## src/rtl/cml_status_pkg.sv

```systemverilog
package cml_status_pkg;
  localparam int unsigned STAT_W = 8;

  // Bit positions are decoded by the top-level status logic and host firmware.
  localparam int unsigned POS_BAD_CMD  = 7;
  localparam int unsigned POS_BAD_DATA = 6;
  localparam int unsigned POS_PEC_ERR  = 5;
  localparam int unsigned POS_MEM_ERR  = 4;
  localparam int unsigned POS_OTH_COMM = 1;

  localparam logic [STAT_W-1:0] IMPL_BITS =
      (STAT_W'(1) << POS_BAD_CMD)  | (STAT_W'(1) << POS_BAD_DATA) |
      (STAT_W'(1) << POS_PEC_ERR)  | (STAT_W'(1) << POS_MEM_ERR)  |
      (STAT_W'(1) << POS_OTH_COMM);

  typedef struct packed {
    logic bad_cmd;
    logic bad_data;
    logic pec_err;
    logic mem_err;
    logic oth_comm;
  } cml_evt_t;

  function automatic logic [STAT_W-1:0] evt_to_vec(input cml_evt_t e);
    logic [STAT_W-1:0] v;
    v = '0;
    v[POS_BAD_CMD]  = e.bad_cmd;
    v[POS_BAD_DATA] = e.bad_data;
    v[POS_PEC_ERR]  = e.pec_err;
    v[POS_MEM_ERR]  = e.mem_err;
    v[POS_OTH_COMM] = e.oth_comm;
    return v;
  endfunction
endpackage

```

## src/rtl/cml_sticky_cell.sv

```systemverilog
module cml_sticky_cell (
  input  logic clk,
  input  logic rst_n,
  input  logic set_i,
  input  logic clr_i,
  output logic q_o
);
  always_ff @(posedge clk or negedge rst_n) begin
    if (!rst_n)      q_o <= 1'b0;
    else if (set_i)  q_o <= 1'b1;   // a set beats any clear in the same cycle
    else if (clr_i)  q_o <= 1'b0;
  end

  p_set_wins_r10: assert property (@(posedge clk) disable iff (!rst_n)
    set_i |=> q_o);
  p_sticky_r4: assert property (@(posedge clk) disable iff (!rst_n)
    (q_o && !clr_i) |=> q_o);
  p_clear_r5: assert property (@(posedge clk) disable iff (!rst_n)
    (clr_i && !set_i) |=> !q_o);
endmodule

```

## src/rtl/cml_clear_ctrl.sv

```systemverilog
module cml_clear_ctrl #(
  parameter int unsigned W = 8,
  parameter logic [W-1:0] IMPL = '1
) (
  input  logic         wr_en,
  input  logic [W-1:0] wr_data,
  input  logic         clr_all,
  input  logic         rail_toggle,
  output logic [W-1:0] clr_vec
);
  logic [W-1:0] w1c_vec;
  logic         bulk;

  always_comb begin
    w1c_vec = wr_en ? wr_data : '0;
    bulk    = clr_all | rail_toggle;
    clr_vec = (w1c_vec | {W{bulk}}) & IMPL;
  end

  always_comb begin
    if (clr_all) a_bulk_r6: assert (clr_vec == IMPL);
    if (rail_toggle) a_bulk_r7: assert (clr_vec == IMPL);
  end
endmodule

```

## src/rtl/cml_alert_gen.sv

```systemverilog
module cml_alert_gen #(
  parameter int unsigned W = 8,
  parameter logic [W-1:0] CAPABLE = '1
) (
  input  logic         clk,
  input  logic         rst_n,
  input  logic [W-1:0] stat,
  input  logic [W-1:0] mask,
  input  logic [W-1:0] set_vec,
  output logic         summary,
  output logic         alert_n
);
  logic [W-1:0] live;

  always_comb begin
    live    = stat & ~mask & CAPABLE;
    summary = |stat;
    alert_n = ~(|live);
  end

  p_rise_cause_r8: assert property (@(posedge clk) disable iff (!rst_n)
    $rose(summary) |-> $past(|set_vec));
  p_alert_needs_summary_r11: assert property (@(posedge clk) disable iff (!rst_n)
    !alert_n |-> summary);
endmodule

```

## src/rtl/cml_status_reg.sv

```systemverilog
module cml_status_reg
  import cml_status_pkg::*;
#(
  parameter logic [7:0] ALERT_CAPABLE = 8'hF2
) (
  input  logic       clk,
  input  logic       rst_n,
  input  logic       evt_bad_cmd,
  input  logic       evt_bad_data,
  input  logic       evt_pec_err,
  input  logic       evt_mem_err,
  input  logic       evt_other_comm,
  input  logic       wr_en,
  input  logic [7:0] wr_data,
  input  logic       clr_all,
  input  logic       rail_toggle,
  input  logic       rd_en,
  output logic [7:0] rd_data,
  input  logic [7:0] alert_mask,
  output logic [7:0] status_q,
  output logic       summary,
  output logic       alert_n
);
  localparam int unsigned W = STAT_W;

  cml_evt_t     evt;
  logic [W-1:0] set_vec;
  logic [W-1:0] clr_vec;
  logic [W-1:0] stat;

  always_comb begin
    evt.bad_cmd  = evt_bad_cmd;
    evt.bad_data = evt_bad_data;
    evt.pec_err  = evt_pec_err;
    evt.mem_err  = evt_mem_err;
    evt.oth_comm = evt_other_comm;
    set_vec      = evt_to_vec(evt);
  end

  cml_clear_ctrl #(.W(W), .IMPL(IMPL_BITS)) u_clr (
    .wr_en(wr_en), .wr_data(wr_data), .clr_all(clr_all),
    .rail_toggle(rail_toggle), .clr_vec(clr_vec)
  );

  for (genvar b = 0; b < W; b++) begin : g_bit
    if (IMPL_BITS[b]) begin : g_impl
      cml_sticky_cell u_cell (
        .clk(clk), .rst_n(rst_n), .set_i(set_vec[b]),
        .clr_i(clr_vec[b]), .q_o(stat[b])
      );
    end else begin : g_rsvd
      assign stat[b] = 1'b0;
    end
  end

  cml_alert_gen #(.W(W), .CAPABLE(ALERT_CAPABLE & IMPL_BITS)) u_alert (
    .clk(clk), .rst_n(rst_n), .stat(stat), .mask(alert_mask),
    .set_vec(set_vec), .summary(summary), .alert_n(alert_n)
  );

  assign status_q = stat;
  assign rd_data  = rd_en ? stat : '0;

  p_read_no_effect_r12: assert property (@(posedge clk) disable iff (!rst_n)
    (rd_en && !wr_en && !clr_all && !rail_toggle && !(|set_vec)) |=> $stable(status_q));
  p_rsvd_zero_r2: assert property (@(posedge clk) disable iff (!rst_n)
    (wr_en && (|(wr_data & ~IMPL_BITS))) |=> ((status_q & ~IMPL_BITS) == '0));
endmodule

```

## config.mk

```make
export PLATFORM = sky130hd
export DESIGN_NAME = cml_status_reg
export DESIGN_NICKNAME = d
export VERILOG_FILES = /design/src/rtl/cml_status_pkg.sv /design/src/rtl/cml_sticky_cell.sv /design/src/rtl/cml_clear_ctrl.sv /design/src/rtl/cml_alert_gen.sv /design/src/rtl/cml_status_reg.sv
export SDC_FILE = /design/constraint.sdc
export NUM_CORES = 1
export LEC_CHECK = 0
export BUFFER_PORTS_ARGS = -buffer_cell sky130_fd_sc_hd__buf_2
export CORE_AREA = 8 8 45 47
export CTS_CLUSTER_SIZE = 40
export DETAILED_ROUTE_END_ITERATION = 8
export DIE_AREA = 0 0 53 55
export GPL_ROUTABILITY_DRIVEN = 0
export PLACE_DENSITY_LB_ADDON = 0.1
export SLEW_MARGIN = 10
export SYNTH_ARGS = -nofsm -noshare
export SYNTH_HDL_FRONTEND = slang
export SYNTH_HIERARCHICAL = 1
export SYNTH_SLANG_ARGS = --single-unit
```

## constraint.sdc

```tcl
create_clock -name clk -period 2.04 [get_ports clk]
set_input_delay 0.102 -clock clk [delete_from_list [all_inputs] [get_ports clk]]
set_output_delay 0.102 -clock clk [all_outputs]
set_load 0.02 [all_outputs]
```

### After elaboration in Yosys (flattened, before gate mapping)

Cells that the tools add are included.

| word-level totals | value |
|---|---|
| register bits after elaboration | 5 |
| bits in latches | 0 |
| RAM bits | 0 |
| memory bits (read-only) | 0 |
| word-level logic and storage cells | 29 |
| memories | 0 |

| cells by class | value |
|---|---|
| $add $sub $neg | 0 |
| multipliers | 0 |
| div/mod/pow operators | 0 |
| magnitude comparators | 0 |
| equality and inequality tests | 0 |
| shift-type cells | 0 |
| muxes and demuxes | 12 |
| bitwise operators | 5 |
| reduce and logical (&&, ||, !) cells | 7 |

Operators by type and width:

| operator | count |
|---|---|
| $mux W8 | 2 |
| $mux W1 | 10 |
| $reduce_bool A2 Y1 | 5 |
| $reduce_or A5 Y1 | 2 |
| $and A8 B8 Y8 | 1 |
| $not A8 Y8 | 1 |
| $or A8 B8 Y8 | 1 |
| $not A1 Y1 | 1 |
| $or A1 B1 Y1 | 1 |

### Logic depth before layout (Yosys ltp)

| logic depth | value |
|---|---|
| depth after elaboration | 4 |
| depth in mapped cells | 3 |

### By module

The synthesis kept the hierarchy.

Modules (own cells, without submodules):

| module | instances | cells an instance | area each (µm²) |
|---|---|---|---|
| cml_sticky_cell | 5 | 3 | 36.3 |
| cml_status_reg | 1 | 12 | 80.1 |
| cml_clear_ctrl | 1 | 9 | 70.1 |
| cml_alert_gen | 1 | 11 | 55.1 |

### Worst setup path before layout

No wires, ideal clock.

| path | value |
|---|---|
| path kind | reg2out |
| from | reg g_bit[7].g_impl.u_cell.q_o |
| to | out alert_n |
| data arrival time | 1.125 ns |
| required time | 1.938 ns |
| setup slack | 0.813 ns |
| cell stages (with the launch flop) | 3 |
| cells stage by stage | dfrtp_1 > nor2b_1 > nor3_1 |

| on the way | value |
|---|---|
| word-level cells in the longest chain between the ends | 3 |

Ends and longest elaborated chain:

| what | RTL line | text |
|---|---|---|
| from (decl) | cml_sticky_cell.sv:6 | `output logic q_o` |
| from (signal assigned) | cml_sticky_cell.sv:9 | `if (!rst_n) q_o <= 1'b0;` |
| from (signal assigned) | cml_sticky_cell.sv:10 | `else if (set_i) q_o <= 1'b1;` |
| from (signal assigned) | cml_sticky_cell.sv:11 | `else if (clr_i) q_o <= 1'b0;` |
| $and A8 B8 Y8 | cml_alert_gen.sv:16 | `live = stat & ~mask & CAPABLE;` |
| $reduce_or A5 Y1 | cml_alert_gen.sv:18 | `alert_n = ~(\|live);` |
| $not A1 Y1 | cml_alert_gen.sv:18 |  |
| to (decl) | cml_status_reg.sv:22 | `output logic alert_n` |

Every way passes these cells.

### Worst setup path in the final report

| path | value |
|---|---|
| from | reg g_bit[7].g_impl.u_cell.q_o |
| to | out summary |

| on the way | value |
|---|---|
| word-level cells in the longest chain between the ends | 1 |

Ends and longest elaborated chain:

| what | RTL line | text |
|---|---|---|
| $reduce_or A5 Y1 | cml_alert_gen.sv:17 | `summary = \|stat;` |
| to (decl) | cml_status_reg.sv:21 | `output logic summary,` |

Every way passes these cells.

==> results list <==
- The run finished with clean final reports.
* Combinational share of power: 0.292
- Maximum clock frequency: 793.0 MHz
* Maximum single-stage delay on the critical path: 400 ps
- Final Routed Wirelength: 1061 microns
* Port buffer count: 32
- Area growth from synthesis to final layout: 55.90%
- Walking the worst path, the cells encountered are nor4_1, nand2_1, buf_2.
- From left edge to right edge, the die measures 53 microns.
- After clock tree synthesis, the clock-pin slew on the worst setup and hold paths is 40 ps.
- Wire length of the first global-routing pass: 1552 microns
- Routed length per placed instance: 10.83 microns
- Power spent charging and discharging nets: 0.00009832 W
- Worst ir drop on vdd: 242.1 uV
* Met3 Track Usage GR: 0.04011
- Critical Path End Type: primary output
- Overall overflow remaining after global route: 0
- After detailed routing, the number of vias per cell comes to 4.071.
- Flip-flop and latch area: 125.1 sq um
- The number of cells on the worst reg-to-reg path is 1.
- Standard cell core area: 1384 sq um
- Of the total power, registers draw 0.359.
- Antenna Diode Count: 0
- The via count of the first global-routing pass is 377.
- Total number of yosys warnings: 6
* Routed via count: 399
* Largest net degree at the start of global routing: 6
* Area of the die: 2915 sq um
- Max-cap violations in this run came to 0.
- For met2 alone, demand over resource in global routing was 0.1035.
- The register with the most flip-flops in the layout has 5 of them.
* H-tree depth reported by CTS: 1
* Static leakage: 0.3686 nW
- Counting every instance in the synthesized netlist gives 43.
- The floorplan has 14 rows.
- P per Cell Area: 564.6 nW/um^2
* Number of hold violations in the final report: 0
- The worst setup path is launched from a register.
- Sum of negative setup slack: 0 ps
- After clock tree synthesis, the setup repair step added 0 buffers.
- Among all stages on the critical path, the largest delay is contributed by sky130_fd_sc_hd__dfrtp_1.
- Summing every instance area after synthesis gives 360.3 sq um.
- Proportion of total power due to net switching: 0.3100
* Buffer type at the clock tree root: sky130_fd_sc_hd__clkbuf_4
- Tot GR Track Use: 0.07570
* Area occupied by multi-input gates: 186.4 sq um
* Sum of net half-perimeters after detailed placement: 956.4 microns
- The worst setup path is of the reg -> out kind.
- Data on the critical path arrives at its endpoint at 1160 ps.
- Counting instances, the worst hold path has a depth of 2.
- Once detail routing completed, the nets flagged for antenna violations numbered 0.
- Overall die height: 55 microns
- Setup violations remaining at the end of the flow were counted as 0.
* Endpoint required time on the critical path: 1940 ps
- Placed cell areas: 525.5 sq um
- The final layout contains 110 nets.
- Maximum clock path buffer count: 2
- Pin placement for this block handled 45 I/O pins.
* Average footprint of a synthesized cell: 8.380 sq um
* Source-to-sink clock delay at the later pin of the worst-skew pair: 240 ps
- Along the worst path, the maximum fanout reaches 5.
- After the first detailed-routing iteration, the DRC count stood at 1.
- The worst hold path belongs to the class in -> reg.
- Largest registers in the final layout: g_bit.g_impl.u_cell/q_o: 5 flops
- Final min period: 1261 ps
- The initial utilization of the core area, before any placement, comes to 0.2604.
* TritonCTS buffer count: 3
- Gates resized during post-CTS repair numbered 0.
- Clk sink count: 5
- Number of search-and-repair iterations in the first detailed-routing pass: 4
* Clock power frac: 0.349
* Total non-filler cell area in the finished layout: 561.8 sq um
- Setup repair after global routing left no endpoint under its margin.
* Total count of max-transition violations in the final report: 0
- Register bank with the most flops: g_bit.g_impl.u_cell/q_o
- Dividing the final minimum period by the clock period gives 0.6181.
- Fill cells: 155
* Initial antenna violation count: 0
- In the routed design, unresolved DRC markers number 0.
* Internal Dissipation: 0.0002188 W
- CTS tree: yes
* GRT met1 Usage: 0.07988
- Proportion of layout cells with a drive suffix above 1: 0.4268
- Largest clock skew in the final design: 0 ps
- Global route hottest layer: met2
critical path, delay by kind of cell, from the launching register on:
family	cells	cell delay [ps]
flops	1	400
simple gates	2	360
buf+inv	1	160
power by group through the flow:
stage               clock network, W  registers (W)  logic [W]
global placement                   0       0.000115  0.0000913
global route                0.000121       0.000115   0.000102
detailed placement                 0       0.000116  0.0000918
floorplan                          0       0.000122  0.0000513
CTS                         0.000116       0.000114  0.0000937
finish                      0.000111       0.000114  0.0000927
layer usage:
| layer | part of all wire | vias to the layer above |
|---|---|---|
| met4 | 0.027 | 0 |
| li1 | - | 205 |
| met5 | 0 | - |
| met2 | 0.35 | 33 |
| met1 | 0.39 | 157 |
| met3 | 0.23 | 4 |
through the flow:
step / util / total power, W / setup slack, ps / hold WS [ps] / cells
2_1_floorplan: - / 0.0001735 / 812.6 / -193.6 / 51
3_3_place_gp: 0.3797 / 0.0002067 / 1016 / -78.14 / 93
3_5_place_dp: 0.3797 / 0.0002075 / 1003 / -78.65 / 93
4_1_cts: 0.4060 / 0.0003238 / 747.0 / 36.59 / 98
5_1_grt: 0.4060 / 0.0003387 / 666.4 / 40.99 / 98
6_report: 0.4060 / 0.0003172 / 779.0 / 40.46 / 98
area by class of cell:
type                       count  share of cell area
timing repair buffer          33              0.3029
multi-input combinational     31              0.3318
clock buffer                   4             0.04677
sequential                     5              0.2227
tap                           16             0.03563
inverter                       9             0.06013
worst paths after layout:
path	start	to	slack, ps
worst max-delay path	g_bit[7].g_impl.u_cell/q_o	summary	780
worst max register to register	g_bit[5].g_impl.u_cell/q_o	g_bit[5].g_impl.u_cell/q_o	1320
min in group asynchronous	rst_n	g_bit[1].g_impl.u_cell/q_o	210
worst min-delay path	evt_mem_err	g_bit[4].g_impl.u_cell/q_o	40
max in group asynchronous	rst_n	g_bit[5].g_impl.u_cell/q_o	1710
worst min register to register	g_bit[7].g_impl.u_cell/q_o	g_bit[7].g_impl.u_cell/q_o	540
layout by cell type, fill, tap and decap left out:
cell,instances
sky130_fd_sc_hd__nor2b_1,1
sky130_fd_sc_hd__a21o_1,5
sky130_fd_sc_hd__clkbuf_4,3
sky130_fd_sc_hd__dfrtp_1,5
sky130_fd_sc_hd__nor3_1,1
sky130_fd_sc_hd__nor4_1,2
sky130_fd_sc_hd__o22ai_1,2
sky130_fd_sc_hd__conb_1,9
sky130_fd_sc_hd__clkbuf_1,1
sky130_fd_sc_hd__a211o_1,5
sky130_fd_sc_hd__and2_1,5
sky130_fd_sc_hd__inv_1,9
sky130_fd_sc_hd__nand2_1,1
sky130_fd_sc_hd__buf_2,32
sky130_fd_sc_hd__dlygate4sd3_1,1
what timing repair did:
action | in CTS | in global routing
hold buffers | 1 | 0
endpoints found under the setup margin | 0 | 0
endpoints found under the hold margin | 5 | 0
Note: power is estimated with default switching activity, not from simulation.
